--- src/rtl/bac_pkg.sv ---
package bac_pkg;
  typedef enum logic [2:0] {
    OP_HOLD  = 3'd0,
    OP_CLEAR = 3'd1,
    OP_LOAD  = 3'd2,
    OP_RETX  = 3'd3,
    OP_STEP  = 3'd4
  } bac_op_e;
endpackage

--- src/rtl/bac_arbiter.sv ---
module bac_arbiter
  import bac_pkg::*;
(
  input  logic    clr_i,
  input  logic    load_i,
  input  logic    retx_n_i,
  input  logic    inc_i,
  output bac_op_e op_o
);
  // Fixed priority: clear, load, retransmit, step, hold
  always_comb begin
    if (clr_i)          op_o = OP_CLEAR;
    else if (load_i)    op_o = OP_LOAD;
    else if (!retx_n_i) op_o = OP_RETX;
    else if (inc_i)     op_o = OP_STEP;
    else                op_o = OP_HOLD;
  end

  always_comb begin
    a_r10_one_op : assert (!(clr_i && op_o != OP_CLEAR));
  end
endmodule

--- src/rtl/bac_step.sv ---
module bac_step #(
  parameter int AW = 18
) (
  input  logic [AW-1:0] cur_i,
  input  logic [AW-1:0] mask_i,
  input  logic [AW-1:0] origin_i,
  input  logic          wrap_origin_i,
  output logic [AW-1:0] next_o,
  output logic          at_top_o
);
  logic [AW-1:0] fixed_part;
  logic [AW-1:0] bumped;

  assign fixed_part = cur_i & ~mask_i;
  assign bumped     = cur_i + {{(AW-1){1'b0}}, 1'b1};
  assign at_top_o   = ((cur_i & mask_i) == mask_i);

  // The mask is contiguous from bit 0, so a carry never leaves the field
  // unless the field is already all ones, which takes the rollover path.
  always_comb begin
    if (at_top_o) next_o = wrap_origin_i ? origin_i : fixed_part;
    else          next_o = fixed_part | (bumped & mask_i);
  end
endmodule

--- src/rtl/bac_warn.sv ---
module bac_warn #(
  parameter int AW = 18
) (
  input  logic [AW-1:0] addr_i,
  input  logic [AW-1:0] mask_i,
  output logic          warn_n_o
);
  logic [AW-1:0] pre_top;

  assign pre_top  = mask_i & ~{{(AW-1){1'b0}}, 1'b1};
  assign warn_n_o = !(mask_i[0] && ((addr_i & mask_i) == pre_top));
endmodule

--- src/rtl/burst_addr_ctr.sv ---
module burst_addr_ctr
  import bac_pkg::*;
#(
  parameter int AW = 18
) (
  input  logic          clk,
  input  logic          rst,
  input  logic          clr_i,
  input  logic          load_i,
  input  logic          retx_n_i,
  input  logic          inc_i,
  input  logic          wrap_mirror_i,
  input  logic [AW-1:0] addr_i,
  input  logic [AW-1:0] mask_i,
  output logic [AW-1:0] addr_o,
  output logic          warn_n_o
);
  localparam logic [AW-1:0] ONES  = {AW{1'b1}};
  localparam logic [AW-1:0] ZEROS = {AW{1'b0}};

  bac_op_e       op;
  logic [AW-1:0] addr_q, addr_d;
  logic [AW-1:0] origin_q, origin_d;
  logic [AW-1:0] mask_q, mask_d;
  logic [AW-1:0] step_val;
  logic          at_top;
  logic          warn_q, warn_d;

  bac_arbiter u_arb (
    .clr_i    (clr_i),
    .load_i   (load_i),
    .retx_n_i (retx_n_i),
    .inc_i    (inc_i),
    .op_o     (op)
  );

  bac_step #(.AW(AW)) u_step (
    .cur_i         (addr_q),
    .mask_i        (mask_q),
    .origin_i      (origin_q),
    .wrap_origin_i (wrap_mirror_i),
    .next_o        (step_val),
    .at_top_o      (at_top)
  );

  always_comb begin
    addr_d   = addr_q;
    origin_d = origin_q;
    mask_d   = mask_q;
    case (op)
      OP_CLEAR: addr_d = ZEROS;
      OP_LOAD: begin
        addr_d   = addr_i;
        origin_d = addr_i;
        mask_d   = mask_i;
      end
      OP_RETX:  addr_d = origin_q;
      OP_STEP:  addr_d = step_val;
      default:  addr_d = addr_q;
    endcase
  end

  // Warning computed from the next state so it lands with addr_o
  bac_warn #(.AW(AW)) u_warn (
    .addr_i   (addr_d),
    .mask_i   (mask_d),
    .warn_n_o (warn_d)
  );

  always_ff @(posedge clk) begin
    if (rst) begin
      addr_q   <= ZEROS;
      origin_q <= ZEROS;
      mask_q   <= ONES;
      warn_q   <= 1'b1;
    end else begin
      addr_q   <= addr_d;
      origin_q <= origin_d;
      mask_q   <= mask_d;
      warn_q   <= warn_d;
    end
  end

  assign addr_o   = addr_q;
  assign warn_n_o = warn_q;

  // ---------------------------------------------------------------- checks
  a_r1_reset_state : assert property (@(posedge clk)
    rst |=> (addr_o == ZEROS && warn_n_o && mask_q == ONES && origin_q == ZEROS));

  a_r2_clear_wins : assert property (@(posedge clk) disable iff (rst)
    clr_i |=> (addr_o == ZEROS && $stable(origin_q)));

  a_r3_load_takes : assert property (@(posedge clk) disable iff (rst)
    (!clr_i && load_i) |=> (addr_o == $past(addr_i) && origin_q == $past(addr_i)));

  a_r3_mask_contiguous : assert property (@(posedge clk) disable iff (rst)
    load_i |-> ((mask_i & (mask_i + {{(AW-1){1'b0}}, 1'b1})) == ZEROS));

  a_r4_retx_origin : assert property (@(posedge clk) disable iff (rst)
    (!clr_i && !load_i && !retx_n_i) |=> (addr_o == $past(origin_q)));

  a_r5_high_bits_fixed : assert property (@(posedge clk) disable iff (rst)
    (!clr_i && !load_i && retx_n_i && inc_i && (addr_o & mask_q) != mask_q)
    |=> ((addr_o & ~mask_q) == ($past(addr_o) & ~mask_q)));

  a_r7_wrap_origin : assert property (@(posedge clk) disable iff (rst)
    (!clr_i && !load_i && retx_n_i && inc_i && wrap_mirror_i && (addr_o & mask_q) == mask_q)
    |=> (addr_o == $past(origin_q)));

  a_r8_warn_precedes_top : assert property (@(posedge clk) disable iff (rst)
    (!warn_n_o && !clr_i && !load_i && retx_n_i && inc_i)
    |=> ((addr_o & mask_q) == mask_q));

  a_r9_hold : assert property (@(posedge clk) disable iff (rst)
    (!clr_i && !load_i && retx_n_i && !inc_i) |=> ($stable(addr_o) && $stable(warn_n_o)));
endmodule

--- config.mk ---
export PLATFORM = sky130hd
export DESIGN_NAME = burst_addr_ctr
export DESIGN_NICKNAME = d
export VERILOG_FILES = /design/src/rtl/bac_pkg.sv /design/src/rtl/bac_arbiter.sv /design/src/rtl/bac_step.sv /design/src/rtl/bac_warn.sv /design/src/rtl/burst_addr_ctr.sv
export SDC_FILE = /design/constraint.sdc
export NUM_CORES = 1
export LEC_CHECK = 0
export BUFFER_PORTS_ARGS = -buffer_cell sky130_fd_sc_hd__buf_4
export CORE_MARGIN = 1
export CORE_UTILIZATION = 52
export CTS_CLUSTER_SIZE = 10
export DETAILED_ROUTE_END_ITERATION = 10
export GPL_TIMING_DRIVEN = 0
export PLACE_DENSITY = 0.88
export SETUP_SLACK_MARGIN = 0.02
export SYNTH_ARGS = -nofsm -noshare
export SYNTH_HDL_FRONTEND = slang
export SYNTH_HIERARCHICAL = 1
export SYNTH_SLANG_ARGS = --single-unit
--- constraint.sdc ---
create_clock -name clk -period 3.2 [get_ports clk]
set_input_delay 0.48 -clock clk [delete_from_list [all_inputs] [get_ports clk]]
set_output_delay 0.48 -clock clk [all_outputs]
set_load 0.01 [all_outputs]
==> flow_metrics.py <==
metrics = {
    "sta": {
        "post_route_worst_setup_slack_ns": -0.246,
        "fin_worst_skew_ns": 0.0138,
        "post-route-period-util_pct": 108,
        "final-setup-viol-count": 1,
        "maxSlewViolCount": 0,
        "rsz0062_at_grt": "true",
        "timing_worst_slew_pin_value_ns": 0.612,
        "final-hold-violation-count": 0,
        "final.min_clock_period_ns": 3.45,
        "maxClockFrequency_mhz": 290,
        "timing.max_slew.rel_slack_pct": 58.6,
    },
    "finish": {
        "finished_cell_area_sq_um": 5010,
        "area.growth.synth_to_final_pct": 25.6,
        "antenna_cells": 0,
        "final_core_utilization_pct": 68.3,
        "finish.net_count": 590,
        "fin_cells": 644,
        "layout-drive-gt1-share_pct": 32.3,
    },
    "power_and_ir_drop": {
        "power-per-cell-area_nw_per_um2": 324,
        "power_frac_comb_pct": 26.3,
        "total_power_w": 0.00162,
        "p_int_w": 0.00108,
        "vdd_drop_max_mv": 0.201,
        "power.switching_fraction_pct": 33.5,
        "switchingPower_w": 0.000543,
        "seq_power_share_pct": 47.4,
        "p_leak_nw": 2.04,
        "clockPowerShare_pct": 26.3,
    },
    "critical_path": {
        "critical-path-max-stage-delay_ns": 0.39,
        "worstSetupEndpointType": "flop",
        "worst-r2r-setup-slack_ns": -0.25,
        "startpoint_type_of_the_worst_setup_path": "flop",
        "cp_cell_instances": "nor2b_4 > a2111oi_4 > o2111ai_2 > nor4_4 > buf_6 > buf_12 > mux2i_1 > nor4b_1 > nor4_2 > o21a_1 > inv_1 > a221oi_1 > nand4_1 > or2_4",
        "timing.setup.critical_path_class": "flop to flop",
        "critical_path.max_fanout": 5,
        "reg2regPathDepth": 14,
        "timing.critical_path.from": "mask_q[17]$_SDFF_PP1_",
        "worst_ep_arrival_time_ns": 3.68,
        "worst_r2r_startpoint": "mask_q[17]$_SDFF_PP1_",
        "crit-reg2reg-capture": "warn_n_o$_SDFF_PP1_",
        "crit_slowest_cell": "nor4_2",
        "critPathRequiredTime_ns": 3.43,
    },
    "drt": {
        "wirelength_um": 12900,
        "drt-vias-per-instance": 6.43,
        "detail_route.first_pass.iterations": 7,
        "routed_vias": 4144,
        "remaining_drc_errors": 0,
        "wire_per_inst_um": 20.0,
        "drt_iter0_drc": 377,
        "remaining_antenna_violation_count": 0,
    },
    "global_routing": {
        "grt_start_max_net_pins": 19,
        "gr-usage-all-layers_pct": 31.8,
        "antenna_found_initial": 0,
        "grt_pass1_vias": 3859,
        "first_pass_grt_wire_length_um": 19200,
        "overflow": 0,
    },
    "synth": {
        "yosysTopAreaCellShare_pct": 27.6,
        "synth_sequential_area_ratio_pct": 27.6,
        "synth_top_flop_cell": "dfxtp_1",
        "yosys.area.top_type": "dfxtp_1",
        "synth_area_sq_um": 3990,
        "ys_async_sr_fraction_pct": 0,
        "synth.avg_cell_area_sq_um": 8.67,
        "synthesized_netlist_net_count": 506,
        "syn_inst": 460,
        "synth_area_leaders": "dfxtp_1, nor4b_1, nor3b_1",
        "synth_edf_count": 0,
        "synth_warnings": 6,
        "yosys_register_bits": 55,
        "synth.distinct_cells": 44,
    },
    "clock_network": {
        "cts.sinks": 55,
        "path_clk_slew_ns": 0.12,
        "clock_tree.buffer_depth": 2,
        "clock_latency_ns": 0.33,
        "cts_htree_levels": 2,
        "cts_hold_buf": 0,
        "numCtsBuffers": 5,
        "clockRootBuffer": "clkbuf_8",
        "cts_tree": "yes",
    },
    "status": {
        "violations": "setup timing",
        "outcome": "complete, but fails checks",
    },
    "floorplan": {
        "chipHeight_um": 89.6,
        "floorplan.initialDensity_pct": 54.4,
        "design.core.area_sq_um": 7330,
        "fp-row-count": 31,
        "die_x_um": 89.6,
        "pin_count": 62,
        "die_area_sq_um": 8020,
    },
    "placement": {
        "worst_slack_at_placement_ns": -0.464,
        "placed_area_sq_um": 4560,
        "dp_hpwl_um": 9110,
        "dpl.cell_count": 619,
        "place.gp.congestion": 0.969,
        "portBuffers": 60,
    },
    "min_path": {
        "timing.hold.worst_path_depth": 3,
        "worstHoldPathType": "input pin to flop",
        "hp-start": "addr_i[0]",
        "worstHoldEndpoint": "origin_q[0]$_SDFFE_PP0N_",
    },
    "run": {
        "max_cap_viol_count": 0,
    },
}
-- layout make-up --
type / instances / area (sq um)
Fill cell: 549 / 2320
Inverter: 31 / 116
Multi-Input combinational cell: 337 / 2660
Sequential cell: 55 / 1150
Clock inverter: 3 / 22.5
Buffer: 37 / 250
Clock buffer: 5 / 68.8
Timing Repair Buffer: 77 / 613
Tap cell: 99 / 124
-- stage by stage --
step                hold WS [ns]  setup TNS, ns
finish                     0.400         -0.246
CTS                        0.405         -0.110
global route               0.407         -0.424
global placement           0.472         -0.437
floorplan                  0.449              0
detailed placement         0.478         -0.464
-- worst max-delay path: cells and delay by family (launching register included) --
family	cells	cell delay (ns)
and+or+nand+nor	6	1.34
AOI/OAI and AO/OA	4	1.07
DFF	1	0.38
buffers and inverters	3	0.37
muxes	1	0.19
-- state kept, by name, summed over array words and instances, names as in the netlist --
name / flops
addr_o: 18
mask_q: 18
origin_q: 18
warn_n_o: 1
-- cell usage in the layout (no fill, tap or decap), types with 3 or more instances in the layout --
master,count
o22ai_1,9
mux2_4,11
nand2_1,41
nand2b_1,20
nor2_1,5
mux2i_1,18
buf_2,11
buf_6,8
nor3b_1,34
inv_1,29
a21oi_1,37
buf_12,4
nor4_2,16
xor2_1,12
nand4_1,9
mux2_2,7
clkbuf_1,12
ha_1,3
and3_1,3
dfxtp_2,5
nand3_1,6
o211a_1,18
clkbuf_8,5
o21a_1,18
dfxtp_4,11
dfxtp_1,39
buf_4,78
xnor2_1,4
nor2b_1,4
nor4b_1,34
nor3_1,4
-- logic make-up (layout without fill, tap and decap cells) --
| kind of cell | count (synthesis) | count (layout) | share of synthesized area, % |
|---|---|---|---|
| multiplexers | 38 | 38 | 11.1 |
| XOR/XNOR | 17 | 17 | 3.92 |
| adder cells (fa/ha/maj) | 3 | 3 | 0.942 |
| flip-flops | 55 | 55 | 27.6 |
| AND/OR/NAND/NOR | 191 | 191 | 31.8 |
| buffers and inverters | 68 | 153 | 9.20 |
| AO/OA/AOI/OAI | 88 | 88 | 15.4 |
-- synthesized netlist by cell type (10+ instances only) --
| cell | instances |
|---|---|
| dfxtp_1 | 55 |
| nor4_1 | 13 |
| mux2i_1 | 20 |
| inv_1 | 30 |
| nor3b_1 | 34 |
| xor2_1 | 12 |
| a21oi_1 | 37 |
| o21a_1 | 18 |
| o211a_1 | 18 |
| buf_2 | 10 |
| nand2b_1 | 20 |
| nand2_1 | 41 |
| clkbuf_1 | 12 |
| mux2_4 | 11 |
| nor4b_1 | 36 |
-- worst max-delay path by stage --
stage,end,depth (start not counted)
final,warn_n_o$_SDFF_PP1_,14
after global routing,warn_n_o$_SDFF_PP1_,14
after CTS,warn_n_o$_SDFF_PP1_,13
after detailed placement,warn_n_o$_SDFF_PP1_,14
after global placement,warn_n_o$_SDFF_PP1_,14
after floorplan,warn_n_o$_SDFF_PP1_,14
-- per-layer routing --
metal / wire (um) / track usage [%] / vias up
li1: - / - / 1845
met1: 5250 / 39.4 / 1949
met2: 5990 / 53.4 / 287
met3: 1080 / 5.36 / 63
met4: 558 / 15.6 / 0
met5: 0 / 0 / -
-- repair_timing --
| action | 4_1_cts | 5_1_grt |
|---|---|---|
| endpoints found under the setup margin | 1 | 1 |
| pin swaps | 13 | 9 |
| gates resized for setup | 37 | 16 |
| cloned | 2 | 0 |
| buffers inserted | 9 | 7 |
-- power by group through the flow --
| stage | combinational (W) | clock [W] | sequential (W) |
|---|---|---|---|
| finish | 0.000426 | 0.000426 | 0.000770 |
| global route | 0.000455 | 0.000443 | 0.000773 |
| CTS | 0.000401 | 0.000420 | 0.000766 |
| detailed placement | 0.000375 | 0 | 0.000786 |
| global placement | 0.000364 | 0 | 0.000784 |
| floorplan | 0.000242 | 0 | 0.000774 |
Note: power is estimated with default switching activity, not from simulation.
